==> config.mk <==
export PLATFORM = sky130hd
export DESIGN_NAME = irqc_local_bus
export DESIGN_NICKNAME = d
export VERILOG_FILES = /design/src/rtl/irqc_pkg.sv /design/src/rtl/irqc_src_latch.sv /design/src/rtl/irqc_mask_reg.sv /design/src/rtl/irqc_prio_enc.sv /design/src/rtl/irqc_local_bus.sv
export SDC_FILE = /design/constraint.sdc
export NUM_CORES = 1
export LEC_CHECK = 0
export BUFFER_PORTS_ARGS = -buffer_cell sky130_fd_sc_hd__buf_2
export CELL_PAD_IN_SITES_DETAIL_PLACEMENT = 0
export CELL_PAD_IN_SITES_GLOBAL_PLACEMENT = 1
export CORE_AREA = 2 2 81 83
export CTS_CLUSTER_DIAMETER = 120
export DETAILED_ROUTE_END_ITERATION = 6
export DIE_AREA = 0 0 83 85
export MAX_ROUTING_LAYER = met4
export PLACE_DENSITY = 0.83
export SYNTH_ARGS = -nofsm -noshare
export SYNTH_HDL_FRONTEND = slang
export SYNTH_SLANG_ARGS = --single-unit
==> constraint.sdc <==
create_clock -name clk -period 1.9 [get_ports clk]
set_input_delay 0.095 -clock clk [delete_from_list [all_inputs] [get_ports clk]]
set_output_delay 0.095 -clock clk [all_outputs]
set_load 0.01 [all_outputs]
==> src/rtl/irqc_pkg.sv <==
package irqc_pkg;
    localparam int unsigned N_SRC    = 16;
    localparam int unsigned DATA_W   = 16;
    localparam int unsigned ADDR_W   = 12;
    localparam logic [DATA_W-1:0] MASK_RST = 16'h0010;

    localparam logic [ADDR_W-1:0] OFS_VECTOR = 12'h000;
    localparam logic [ADDR_W-1:0] OFS_MASK   = 12'h002;

    typedef enum logic [1:0] {
        SEL_NONE   = 2'd0,
        SEL_VECTOR = 2'd1,
        SEL_MASK   = 2'd2
    } reg_sel_e;

    typedef struct packed {
        logic              rd;
        logic              wr;
        reg_sel_e          sel;
        logic [DATA_W-1:0] wdata;
    } reg_cmd_t;

    function automatic reg_sel_e decode_offset(input logic [ADDR_W-1:0] a);
        if (a == OFS_VECTOR)    return SEL_VECTOR;
        else if (a == OFS_MASK) return SEL_MASK;
        else                    return SEL_NONE;
    endfunction
endpackage

==> src/rtl/irqc_src_latch.sv <==
module irqc_src_latch #(
    parameter int unsigned N = 16
) (
    input  logic         clk,
    input  logic         rst,
    input  logic [N-1:0] req,
    output logic [N-1:0] src_q
);
    for (genvar i = 0; i < N; i++) begin : g_bit
        always_ff @(posedge clk) begin
            if (rst) src_q[i] <= 1'b0;
            else     src_q[i] <= req[i];
        end
    end

    AST_SRC_FOLLOWS: assert property (@(posedge clk) disable iff (rst)
        !rst |=> (src_q == $past(req)));
endmodule

==> src/rtl/irqc_mask_reg.sv <==
module irqc_mask_reg #(
    parameter int unsigned W = 16,
    parameter logic [W-1:0] RST_VAL = '0
) (
    input  logic         clk,
    input  logic         rst,
    input  logic         wr_en,
    input  logic [W-1:0] wdata,
    output logic [W-1:0] mask_d,
    output logic [W-1:0] mask_q
);
    always_comb mask_d = wr_en ? wdata : mask_q;

    always_ff @(posedge clk) begin
        if (rst) mask_q <= RST_VAL;
        else     mask_q <= mask_d;
    end

    AST_MASK_STABLE: assert property (@(posedge clk) disable iff (rst)
        !wr_en |=> $stable(mask_q));
    AST_RESET_MASK: assert property (@(posedge clk) disable iff (rst)
        $past(rst) |-> (mask_q == RST_VAL));
endmodule

==> src/rtl/irqc_prio_enc.sv <==
module irqc_prio_enc #(
    parameter int unsigned N = 16,
    parameter int unsigned W = 16
) (
    input  logic [N-1:0] pend,
    output logic [W-1:0] code
);
    localparam int unsigned IDX_W = (N > 1) ? $clog2(N) : 1;

    logic [IDX_W-1:0] idx;
    logic             any;

    always_comb begin
        idx = '0;
        any = 1'b0;
        for (int i = N - 1; i >= 0; i--) begin
            if (pend[i]) begin
                idx = IDX_W'(i);
                any = 1'b1;
            end
        end
        code = any ? (W'(idx) + W'(1)) << 2 : '0;
    end

    always_comb begin
        if (pend == '0) AST_ZERO_CODE: assert (code == '0);
        else            AST_CODE_ALIGN: assert (code[1:0] == 2'b00 && code != '0);
    end
endmodule

==> src/rtl/irqc_local_bus.sv <==
module irqc_local_bus
    import irqc_pkg::*;
#(
    parameter int unsigned NSRC = N_SRC,
    parameter int unsigned DW   = DATA_W,
    parameter int unsigned AW   = ADDR_W
) (
    input  logic          clk,
    input  logic          rst,
    input  logic [NSRC-1:0] irq_req,
    input  logic [AW-1:0] reg_addr,
    input  logic          reg_rd,
    input  logic          reg_wr,
    input  logic [DW-1:0] reg_wdata,
    output logic [DW-1:0] reg_rdata,
    output logic          irq_out
);
    reg_cmd_t          cmd;
    logic [NSRC-1:0]   src_q;
    logic [DW-1:0]     mask_d, mask_q;
    logic [DW-1:0]     vec_code;
    logic [DW-1:0]     rd_val;
    logic [NSRC-1:0]   pend;

    always_comb begin
        cmd.rd    = reg_rd;
        cmd.wr    = reg_wr;
        cmd.sel   = decode_offset(reg_addr);
        cmd.wdata = reg_wdata;
    end

    irqc_src_latch #(.N(NSRC)) u_src (
        .clk(clk), .rst(rst), .req(irq_req), .src_q(src_q)
    );

    irqc_mask_reg #(.W(DW), .RST_VAL(MASK_RST)) u_mask (
        .clk(clk), .rst(rst),
        .wr_en(cmd.wr && cmd.sel == SEL_MASK),
        .wdata(cmd.wdata), .mask_d(mask_d), .mask_q(mask_q)
    );

    always_comb pend = src_q & mask_q[NSRC-1:0];

    irqc_prio_enc #(.N(NSRC), .W(DW)) u_enc (
        .pend(pend), .code(vec_code)
    );

    always_comb begin
        unique case (cmd.sel)
            SEL_VECTOR: rd_val = vec_code;
            SEL_MASK:   rd_val = mask_q;
            default:    rd_val = '0;
        endcase
    end

    always_ff @(posedge clk) begin
        if (rst) begin
            reg_rdata <= '0;
            irq_out   <= 1'b0;
        end else begin
            reg_rdata <= cmd.rd ? rd_val : '0;
            irq_out   <= |(irq_req & mask_d[NSRC-1:0]);
        end
    end

    AST_OUT_LEVEL: assert property (@(posedge clk) disable iff (rst)
        irq_out == |(src_q & mask_q[NSRC-1:0]));
    AST_NO_READ_ZERO: assert property (@(posedge clk) disable iff (rst)
        !reg_rd |=> (reg_rdata == '0));
    AST_UNDEF_READ: assert property (@(posedge clk) disable iff (rst)
        (reg_rd && reg_addr != OFS_VECTOR && reg_addr != OFS_MASK) |=> (reg_rdata == '0));
    AST_VEC_NO_SIDE: assert property (@(posedge clk) disable iff (rst)
        (reg_rd && !reg_wr && reg_addr == OFS_VECTOR) |=> $stable(mask_q));
    AST_RESET_CLEAR: assert property (@(posedge clk) disable iff (rst)
        $past(rst) |-> (src_q == '0 && !irq_out));
endmodule

## Word-level counts from Yosys, hierarchy flattened

Index checks and enable logic that the tools add are counted.

- Register bits: 49
- Bits in latches: 0
- Bits in writable memories: 0
- Bits in read-only memories: 0
- Bits of input ports: 48
- Memories kept: 0

- Add/subtract/negate cells: 1
- Multipliers: 0
- Div/mod/pow operators: 0
- Magnitude comparators: 0
- Equal/unequal tests: 3
- Shift operators: 0
- Multiplexer cells: 37
- Bitwise logic cells: 3
- Reductions and logical operators: 4

Operators by type and width:

| kind | count |
|---|---|
| 4-bit 2-to-1 mux | 16 |
| 16-bit AND | 2 |
| 16-bit 2-to-1 mux | 2 |
| 16-bit case mux with 2 select lines | 1 |
| 1-bit 2-to-1 mux | 16 |
| 16-bit OR reduction | 1 |
| 12-bit by 2-bit == test with 1-bit output, second input constant | 1 |
| 12-bit zero test | 1 |
| 4-bit by 1-bit adder with 5-bit output, second input constant | 1 |
| 2-bit 2-to-1 mux | 2 |
| 2-bit by 1-bit == test with 1-bit output, second input constant | 1 |
| 2-bit == test, second input constant | 1 |
| 2-bit OR reduction | 1 |
| 1-bit logical AND | 1 |
| 1-bit NOT | 1 |

## Longest topological paths before layout

Gate-level depths: netlist of run 1.

- Depth after elaboration: 20
- Gate-level depth with buffers: 8

## Hierarchy

From an unflattened synthesis of run 1, not the netlist that was laid out.

- Cells, all modules: 227
- Area, all modules: 2387.3 µm²

Modules (own cells, without submodules):

| module | times used | cells an instance | area an instance (µm²) |
|---|---|---|---|
| irqc_local_bus | 1 | 86 | 844.6 |
| irqc_mask_reg | 1 | 51 | 711.9 |
| irqc_src_latch | 1 | 33 | 464.2 |
| irqc_prio_enc | 1 | 57 | 366.6 |

## Worst setup path before layout of run 1

Ideal clock, no wire load.

- Kind: register to register
- Start point: register u_mask.mask_q[11]
- End point: register reg_rdata[4]
- Arrival: 1664 ps
- Data required time: 1783 ps
- Path slack: 119 ps
- Stages on the path, launching flop included: 9
- Cell sequence: dfxtp_1 a22o_1 a31oi_1 o21ai_0 a32oi_1 inv_1 ha_1 xor2_1 a32o_1

- Cells in the longest elaborated chain, start to end: 16

Ends and longest elaborated chain:

| element | RTL line | RTL |
|---|---|---|
| from (decl) | irqc_mask_reg.sv:10 | `output logic [W-1:0] mask_q` |
| from (signal assigned) | irqc_mask_reg.sv:16 | `else mask_q <= mask_d;` |
| 16-bit AND * | irqc_local_bus.sv:42 | `always_comb pend = src_q & mask_q[NSRC-1:0];` |
| 4-bit 2-to-1 mux (12 in a row) | irqc_prio_enc.sv:17 | `if (pend[i]) begin` |
| 4-bit by 1-bit adder with 5-bit output | irqc_prio_enc.sv:22 | `code = any ? (W'(idx) + W'(1)) << 2 : '0;` |
| 16-bit 2-to-1 mux * | irqc_prio_enc.sv:22 |  |
| 16-bit case mux with 2 select lines * | irqc_local_bus.sv:49 | `unique case (cmd.sel)` |
| to (signal assigned) | irqc_local_bus.sv:61 | `reg_rdata <= cmd.rd ? rd_val : '0;` |
| to (decl) | irqc_local_bus.sv:15 | `output logic [DW-1:0] reg_rdata,` |

Mark *: on every way between the ends. The rest lies on a longest branch, timed or not.
A chain may end at the register's enable or synchronous reset.

## Worst setup path after layout of run 1

- Start point: register u_mask.mask_q[7]
- End point: register reg_rdata[4]

- Cells in the longest elaborated chain, start to end: 12

Ends and longest elaborated chain:

| element | RTL line |
|---|---|
| 16-bit AND * | irqc_local_bus.sv:42 |
| 4-bit 2-to-1 mux (8 in a row) | irqc_prio_enc.sv:17 |
| 4-bit by 1-bit adder with 5-bit output | irqc_prio_enc.sv:22 |
| 16-bit 2-to-1 mux * | irqc_prio_enc.sv:22 |
| 16-bit case mux with 2 select lines * | irqc_local_bus.sv:49 |

Marked as above.

==> results.toml, run 1 <==
[outcome]
run_status = "complete, no violations"

[sta]
period_share_pct = 95.24
fmax_mhz = 552.6
finalSetupTns_ns = 0
holdWs_ns = 0.03465
fin_crit_ns = 1.810
slew_headroom_pct = 74.91
rsz0062_at_grt = "yes"
finalWorstSetupSlack_ns = 0.09046
tightest_slew_ns = 0.3729
final-setup-viol-count = 0
drv_slew = 0
hold_viol_final = 0
fin_skew_ns = 0.006569

[route]
drt_iter0_drc = 126
wl_per_cell_um = 14.92
viasPerCell = 5.079
drc_errors = 0
top_layer_used = "met4"
ant_nets = 0
first_pass_iters = 4
m1WireLength_um = 2517
met3_length_um = 379
wl_met2_um = 2652
finalWirelength_um = 5638
vias = 1920

[critical_path]
reg2reg_setup_slack_ns = 0.09
crit_type = "register to register"
crit_required_ns = 2.11
cp-end-kind = "register"
r2r_end = "reg_rdata[4]"
worst_r2r_startpoint = "u_mask.mask_q[7]"
cp.arrival_ns = 2.02
cp-start-kind = "register"
worst-r2r-cell-count = 7
cp_max_fo = 6

[clocking]
path_clk_slew_ns = 0.09
insertion_delay_ns = 0.31
htreeDepth = 2
cts_tree = "done"
holdBufCountCts = 0
clock-sinks = 49
root_buffer = "clkbuf_8"
clockBufferDepth = 2
cts_buffers = 5

[floorplanning]
start_util_pct = 31.98
die_area_um2 = 7055
die_h_um = 85
rows = 29
chipWidth_um = 83
core_um2 = 6205
ios = 65

[synthesis]
syn_area_um2 = 1984
synth_nets = 273
syn_inst = 224
ys_ff_latch = 49
syn_avg_cell_area_um2 = 8.859
ys.warnings.count = 0
synth_cell_types = 33
yosysSeqAreaShare_pct = 49.43

[hold_path]
worstHoldStart = "irq_req[5]"
hp-class = "primary input to register"
hold_path_end = "u_src.src_q[5]"
holdPathStages = 2

[placed_design]
dp_worst_setup_slack_ns = -0.005791
gp_congestion = 0.8595
hpwl_um = 4294
port_buffers = 64
dp.cells = 367

[grt]
antenna_found_initial = 0
grt_max_degree = 34
grt_pass1_wl_um = 9287
grt_remaining_overflow = 0
grt_pass1_vias = 1884
grt.total_usage_pct = 16.86

[power]
power_leakage_nw = 1.094
powerDensity_nw_per_um2 = 705.2
ir_drop_v = 0.0003748

[final_layout]
final_cell_mix = "buf_2, dfxtp_1, nand2_1"
n_antenna_cell = 0
fin_util_pct = 41.22
final_layout_size_suffix_gt1_share_pct = 29.90
fillers = 643
layout_commonest_cell = "buf_2"
fin_nets = 349
stdcell_count = 378
syn2layout_area_growth_pct = 28.88

[run]
max_cap_viol_count = 0
[power breakdown]
part           leakage [nW]  switching, mW  internal, mW
logic                 0.656         0.0689        0.0608
clock network        0.0374          0.358         0.260
registers             0.400         0.0115          1.04
total                  1.09          0.439          1.36
[state kept, by name, indices dropped and copies added, names as in the netlist]
name and cells:
reg_rdata 16, u_mask.mask_q 16, u_src.src_q 16, irq_out 1
[cell usage after synthesis]
cell	instances	area, um^2
dfxtp_1	49	980.9
nand2_1	30	112.6
nand3_1	23	115.1
a22oi_1	20	150.1
a21oi_1	19	95.09
nor2b_1	16	100.1
and2_1	10	62.56
nor2_1	7	26.28
a22o_1	5	43.79
clkbuf_1	5	18.77
nor3_1	4	20.02
inv_1	3	11.26
nand4_1	3	18.77
nor4_1	3	18.77
o211ai_1	3	22.52
a221oi_1	2	17.52
a31oi_1	2	12.51
a32o_1	2	20.02
a32oi_1	2	17.52
buf_4	2	15.01
nand3b_1	2	15.01
a211oi_1	1	7.510
a221o_1	1	10.01
a222oi_1	1	10.01
and2_2	1	7.510
buf_2	1	5.000
clkbuf_2	1	5.000
ha_1	1	12.51
nand2_2	1	6.260
nand2b_1	1	6.260
o21ai_0	1	5.000
or3_1	1	6.260
xor2_1	1	8.760
[critical path, cell delays in order, from the launching register on]
cell	delay, ns
dfxtp_1	0.38
a222oi_1	0.31
o21ai_1	0.12
a32oi_1	0.24
inv_1	0.09
ha_2	0.19
xor2_1	0.16
a32o_1	0.22
[how the worst max path moves through the flow]
stage	from	to	slack [ns]	depth (start not counted)
6_report	u_mask.mask_q[7]	reg_rdata[4]	0.09	7
5_1_grt	u_src.src_q[11]	reg_rdata[4]	-0.04	8
4_1_cts	u_mask.mask_q[7]	reg_rdata[4]	0.01	7
3_5_place_dp	u_mask.mask_q[11]	reg_rdata[4]	-0.006	8
3_3_place_gp	u_mask.mask_q[11]	reg_rdata[4]	0.04	8
2_1_floorplan	u_mask.mask_q[11]	reg_rdata[4]	0.12	8
[layer usage]
metal	track usage, %	vias to the layer above
met5	-	-
met4	6.706	0
met3	4.377	9
met2	26.25	76
met1	21.00	865
li1	-	970
[layout make-up]
| cell class | instances | area, um^2 | share of cell area [%] |
|---|---|---|---|
| sequential | 49 | 985.9 | 38.55 |
| multi-input combinational | 163 | 950.9 | 37.18 |
| timing repair buffer | 78 | 425.4 | 16.63 |
| tap | 77 | 96.34 | 3.767 |
| clock buffer | 6 | 72.57 | 2.838 |
| clock inverter | 2 | 15.01 | 0.5871 |
| inverter | 3 | 11.26 | 0.4403 |
[stage by stage]
step                      instance area (um^2)  power (mW)
after floorplan                           1984       1.125
after global placement                    2440       1.205
after detailed placement                  2440       1.207
after CTS                                 2529       1.819
after global routing                      2557       1.875
final                                     2557       1.803
[kinds of logic (layout without fill, tap and decap cells)]
| group | Yosys count | after routing | synth area share (%) |
|---|---|---|---|
| and+or+nand+nor | 102 | 102 | 25.98 |
| AOI/OAI and AO/OA | 59 | 59 | 20.74 |
| adders and majority gates | 1 | 1 | 0.6304 |
| xor gates and xnor gates | 1 | 1 | 0.4414 |
| DFF | 49 | 49 | 49.43 |
| buffers and inverters | 12 | 89 | 2.774 |
[what timing repair did]
item,CTS,global route
pin swaps,1,4
setup endpoints to repair,1,2
buffers inserted,0,3
gates resized for setup,2,3
(Power assumes the default switching activity.)
==> run 2, diff against run 1 <==
--- a/config.mk
+++ b/config.mk
@@ -5,15 +5,16 @@
 export SDC_FILE = /design/constraint.sdc
 export NUM_CORES = 1
 export LEC_CHECK = 0
+export ABC_AREA = 1
 export BUFFER_PORTS_ARGS = -buffer_cell sky130_fd_sc_hd__buf_2
 export CELL_PAD_IN_SITES_DETAIL_PLACEMENT = 0
 export CELL_PAD_IN_SITES_GLOBAL_PLACEMENT = 1
-export CORE_AREA = 2 2 81 83
+export CORE_AREA = 2 2 83 85
 export CTS_CLUSTER_DIAMETER = 120
 export DETAILED_ROUTE_END_ITERATION = 6
-export DIE_AREA = 0 0 83 85
+export DIE_AREA = 0 0 85 87
 export MAX_ROUTING_LAYER = met4
-export PLACE_DENSITY = 0.83
+export PLACE_DENSITY = 0.82
 export SYNTH_ARGS = -nofsm -noshare
 export SYNTH_HDL_FRONTEND = slang
 export SYNTH_SLANG_ARGS = --single-unit
==> run 2 against run 1 <==
Cell count up 12%. Synthesized cell count increased by 20%. Final area increased by 2.5%. Register-to-register slack worse by 0.04 ns. Combinational power shrank 15%. Core utilization fell by 1.3 points. Worst setup slack got worse by 0.036 ns. Critical path type unchanged. Highest routed layer unchanged.
==> results.toml, run 2 <==
[power]
internal_power_mw = 1.501
power_leakage_nw = 1.301
p_seq_share_pct = 54.2
p_switching_uw = 436.5
p_sw_share_pct = 22.53
power.share.clock_pct = 40.1
ir_drop_v = 0.0002810
powerDensity_nw_per_um2 = 738.8
combPwrFrac_pct = 5.7

[critical_path]
crit_type = "register to register"
cp_max_fo = 2
max_stage_delay_ns = 0.34
worst-r2r-cell-count = 23
reg2reg_setup_slack_ns = 0.05
path_cells = "nand2_2 -> inv_1 -> nand2_1 -> nand2_1 -> nand2_1 -> nand2_1 -> nand2_1 -> nand2_1 -> nand2_1 -> nand2_1 -> nand2_1 -> nand2_1 -> nand2_1 -> nand2_1 -> nand2_1 -> nand2_1 -> nand2_2 -> inv_2 -> ha_4 -> inv_2 -> nor2_2 -> a32oi_1 -> nor2_1"
cp-start-kind = "register"
crit_top_cell = "nand2_1"
cp.arrival_ns = 2.03
worst_path_max_delay_cell = "dfxtp_2"
cp-end-kind = "register"
crit_required_ns = 2.08

[synthesis]
synthTopCellsByArea = "dfxtp_1, nand2_1, a21oi_1"
synth_ff_type = "dfxtp_1"
yosysSeqAreaShare_pct = 48.76
syn_inst = 269
synth_edf_count = 0
synth_cell_types = 28
async_flop_share_pct = 0
synth_top_area_share_pct = 48.76
ys.warnings.count = 0
ys_ff_latch = 49
syn_area_um2 = 2012
syn_avg_cell_area_um2 = 7.479
synth_nets = 318
synth_largest_area_cell = "dfxtp_1"
synth_commonest_cells = "nand2_1, dfxtp_1, nor2_1, a21oi_1, inv_1"
yosysMostFrequentCell = "nand2_1"

[floorplanning]
rows = 30
start_util_pct = 30.63
die_h_um = 87
core_um2 = 6569
chipWidth_um = 85
ios = 65
die_area_um2 = 7395

[sta]
tightest_slew_ns = 0.6405
rsz0062_at_grt = "yes"
fin_skew_ns = 0.01418
fmax_mhz = 541.8
slew_headroom_pct = 57.19
final-setup-viol-count = 0
fin_crit_ns = 1.846
drv_slew = 0
hold_viol_final = 0
period_share_pct = 97.13

[final_layout]
n_antenna_cell = 0
stdcell_count = 423
final_layout_size_suffix_gt1_share_pct = 29.15
fin_nets = 391
final_area_um2 = 2623
layout_commonest_cell = "nand2_1"
fillers = 687
final_cell_mix = "nand2_1, buf_2, dfxtp_1"
multi_input_area_um2 = 899.6
reg_top3 = "reg_rdata: 16 flops, u_mask.mask_q: 16 flops, u_src.src_q: 16 flops"
syn2layout_area_growth_pct = 30.35
seqCellArea_um2 = 983.4

[placed_design]
gp_congestion = 0.7834
port_buffers = 64
hpwl_um = 3527
dp.cells = 408
placed_area_um2 = 2410

[run]
max_cap_viol_count = 0

[clocking]
clock-sinks = 49
clockBufferDepth = 2
cts_tree = "done"
root_buffer = "clkbuf_8"
path_clk_slew_ns = 0.10
cts_buffers = 5
htreeDepth = 2
insertion_delay_ns = 0.31

[hold_path]
holdPathStages = 3
hp-class = "primary input to register"

[grt]
grt.total_usage_pct = 13.33
grt_remaining_overflow = 0
grt_pass1_vias = 1750
grt_max_degree = 33
antenna_found_initial = 0
grt_pass1_wl_um = 7672

[route]
finalWirelength_um = 4785
ant_nets = 0
m1WireLength_um = 2240
top_layer_used = "met4"
viasPerCell = 4.388
wl_per_cell_um = 11.31
drt_iter0_drc = 48
vias = 1856
first_pass_iters = 4
wl_met2_um = 2179
drc_errors = 0
met3_length_um = 315

[outcome]
run_status = "complete, no violations"
-- run 2: area by class of cell --
class                      count  area share (%)
tap                           80           3.817
clock inverter                 3           1.813
multi-input combinational    182           34.30
sequential                    49           37.50
inverter                      30           4.485
timing repair buffer          74           15.46
clock buffer                   5           2.624
-- run 2: critical path: cells and delay by family (launching register included) --
kind / cells / cell delay, ns
simple gates: 18 / 0.88
flops: 1 / 0.34
compound gates: 1 / 0.18
fa+ha+maj: 1 / 0.15
buf+inv: 3 / 0.13
-- run 2: per-stage QoR --
stage	setup TNS [ns]	util, %	worst slack (ns)	hold slack, ns	total power [mW]
floorplan	0	-	0.1938	0.2197	1.116
global placement	0	36.69	0.06262	0.3148	1.178
detailed placement	-0.001101	36.69	-0.001101	0.3180	1.179
CTS	0	39.33	0.005224	0.0002304	1.956
global route	-0.3311	39.92	-0.1428	0.009984	2.008
finish	0	39.92	0.05445	0.001834	1.938
-- run 2: cell families (layout without fill, tap and decap cells) --
kind of cell / after synthesis / in the layout / synth area share [%]
muxes: 2 / 2 / 0.9951
buffers and inverters: 38 / 112 / 8.084
DFF: 49 / 49 / 48.76
AOI/OAI and AO/OA: 39 / 39 / 11.32
adders and majority gates: 1 / 1 / 0.6218
and+or+nand+nor: 140 / 140 / 30.22
-- run 2: routing by layer --
metal | global-route usage [%] | up-vias
met1 | 16.28 | 806
met4 | 3.463 | 0
met3 | 3.697 | 6
met2 | 21.80 | 51
li1 | - | 993
met5 | - | -
-- run 2: repair_timing --
item | 4_1_cts | 5_1_grt
gates resized for setup | 2 | 10
endpoints found under the setup margin | 2 | 3
pin swaps | 1 | 3
buffers inserted | 2 | 1
endpoints found under the hold margin | 4 | 0
hold buffers | 4 | 0
-- run 2: power by group through the flow --
stage | combinational [mW] | sequential, mW | clock [mW]
after floorplan | 0.0427 | 1.07 | 0
after global placement | 0.104 | 1.07 | 0
after detailed placement | 0.106 | 1.07 | 0
after CTS | 0.112 | 1.05 | 0.794
after global routing | 0.125 | 1.05 | 0.831
final | 0.111 | 1.05 | 0.776
-- run 2: path summary, 6_finish.rpt --
check / start / endpoint
worst max register to register: u_mask.mask_q[15] / reg_rdata[6]
worst min register to register: u_mask.mask_q[12] / reg_rdata[12]
worst min-delay path: irq_req[14] / u_src.src_q[14]
worst max-delay path: u_mask.mask_q[15] / reg_rdata[6]
==> run 3, diff against run 2 <==
--- a/config.mk
+++ b/config.mk
@@ -10,11 +10,13 @@
 export CELL_PAD_IN_SITES_DETAIL_PLACEMENT = 0
 export CELL_PAD_IN_SITES_GLOBAL_PLACEMENT = 1
 export CORE_AREA = 2 2 83 85
+export CTS_BUF_LIST = sky130_fd_sc_hd__clkbuf_16
 export CTS_CLUSTER_DIAMETER = 120
 export DETAILED_ROUTE_END_ITERATION = 6
 export DIE_AREA = 0 0 85 87
 export MAX_ROUTING_LAYER = met4
 export PLACE_DENSITY = 0.82
+export SKIP_CTS_REPAIR_TIMING = 1
 export SYNTH_ARGS = -nofsm -noshare
 export SYNTH_HDL_FRONTEND = slang
 export SYNTH_SLANG_ARGS = --single-unit
==> run 3 against run 2 <==
Routed wire length decreased by 0.23%. Cell count decreased by 1.7%. Total power rose by 13%. Worst setup slack lost 0.025 ns. Combinational power shrank 5%. Clock skew is 0.0077 ns lower. First-iteration DRC count rose by 6.3%. Largest cell class unchanged. Largest power group unchanged. Highest routed layer unchanged.
==> results.toml, run 3 (synthesis results as in run 2) <==
[outcome]
run_status = "complete, no violations"

[sta]
hold_viol_final = 0
period_share_pct = 98.46
fmax_mhz = 534.5
holdWs_ns = 0.01669
slew_headroom_pct = 57.70
final-setup-viol-count = 0
rsz0062_at_grt = "yes"
drv_slew = 0
tightest_slew_ns = 0.6329
fin_crit_ns = 1.871
finalWorstSetupSlack_ns = 0.02919
fin_skew_ns = 0.006498

[power]
power_leakage_nw = 1.291
ir_drop_v = 0.0003585
powerDensity_nw_per_um2 = 837.2

[route]
vias = 1823
ant_nets = 0
drt_iter0_drc = 51
first_pass_iters = 4
finalWirelength_um = 4774
viasPerCell = 4.382
drc_errors = 0
wl_per_cell_um = 11.48

[clocking]
root_buffer = "clkbuf_16"
cts_buffers = 5
cts_tree = "done"
clock-sinks = 49
htreeDepth = 2
clockBufferDepth = 2
path_clk_slew_ns = 0.07
insertion_delay_ns = 0.29

[grt]
busiest_layer = "met2"
grt_remaining_overflow = 0
grt.total_usage_pct = 13.39
met2_usage_pct = 22.23
grt_pass1_wl_um = 7741
met1_usage_pct = 16.28
grt_pass1_vias = 1754
use_met3_pct = 3.412
antenna_found_initial = 0
grt_max_degree = 33

[critical_path]
cp_max_fo = 3
critPathTopFamily = "compound AO/OA/AOI/OAI gates"
cp.arrival_ns = 2.02
cp-start-kind = "register"
path_cells = "nand2_1 -> nand2_1 -> a31oi_1 -> o21a_1 -> a21oi_1 -> inv_1 -> a31oi_1 -> ha_4 -> inv_2 -> nor2_2 -> nand3b_1 -> a21oi_1"
crit_buf_inv = 2
crit_required_ns = 2.05
crit_type = "register to register"
cp-end-kind = "register"
max_stage_delay_ns = 0.36
worst_path_max_delay_cell = "dfxtp_1"

[placed_design]
dp_worst_setup_slack_ns = -0.001101
port_buffers = 64
hpwl_um = 3527
gp_congestion = 0.7834

[floorplanning]
ios = 65
rows = 30
chipWidth_um = 85
die_h_um = 87
die_area_um2 = 7395
start_util_pct = 30.63
core_um2 = 6569

[run]
max_cap_viol_count = 0

[final_layout]
seqCellArea_um2 = 983.4
fin_nets = 384
fin_util_pct = 39.70
reg_top3 = "reg_rdata: 16 flops, u_mask.mask_q: 16 flops, u_src.src_q: 16 flops"
n_antenna_cell = 0
final_layout_size_suffix_gt1_share_pct = 28.27
multi_input_area_um2 = 890.9
fillers = 684
layout_commonest_cell = "nand2_1"
final_cell_mix = "nand2_1, buf_2, dfxtp_1"
syn2layout_area_growth_pct = 29.60

[hold_path]
hp-class = "primary input to register"
==> run 3: changes by cell type in the layout (fill, tap and decap cells not counted), moves of 3 or more <==
cell,before,now
clkbuf_16,0,5
clkbuf_8,5,0
dlygate4sd3_1,4,0
buf_4,6,3
==> run 3: area by class of cell <==
cell class / instances / area share [%]
multi-input combinational: 182 / 34.17
tap: 80 / 3.839
timing repair buffer: 67 / 13.15
clock buffer: 5 / 4.798
inverter: 30 / 4.511
sequential: 49 / 37.72
clock inverter: 3 / 1.823
==> run 3: metrics by stage <==
step,power [mW],instance area [um^2],setup TNS [ns],std cells
2_1_floorplan,1.116,2012,0,269
3_3_place_gp,1.178,2410,0,408
3_5_place_dp,1.179,2410,-0.001101,408
4_1_cts,2.201,2582,-0.02898,416
5_1_grt,2.255,2608,-0.3251,416
6_report,2.183,2608,0,416
==> run 3: worst register-to-register path: stages, from the launching register on <==
cell and delay, ns:
dfxtp_1 0.36, nand2_1 0.08, nand2_1 0.12, a31oi_1 0.06
o21a_1 0.17, a21oi_1 0.12, inv_1 0.07, a31oi_1 0.26
ha_4 0.18, inv_2 0.04, nor2_2 0.09, nand3b_1 0.11
a21oi_1 0.06
==> run 3: path summary, 6_finish.rpt <==
| path | startpoint | endpoint | slack (ns) | cells after the start |
|---|---|---|---|---|
| setup / recovery | u_mask.mask_q[10] | reg_rdata[4] | 0.03 | 12 |
| hold / removal | irq_req[11] | u_src.src_q[11] | 0.02 | 3 |
| setup reg to reg | u_mask.mask_q[10] | reg_rdata[4] | 0.03 | 12 |
| hold reg to reg | u_mask.mask_q[13] | reg_rdata[13] | 0.47 | 2 |
==> run 3: routing by layer <==
metal	wire length, um	share of wire (%)
met1	2231	47
met2	2177	46
met3	317	6.6
met4	47	0.98
met5	0	0
==> run 3: where the power goes <==
group	total (mW)	switching (mW)	internal, mW
Sequential	1.05	0.00468	1.05
Combinational	0.105	0.0564	0.0487
Clock	1.03	0.397	0.630
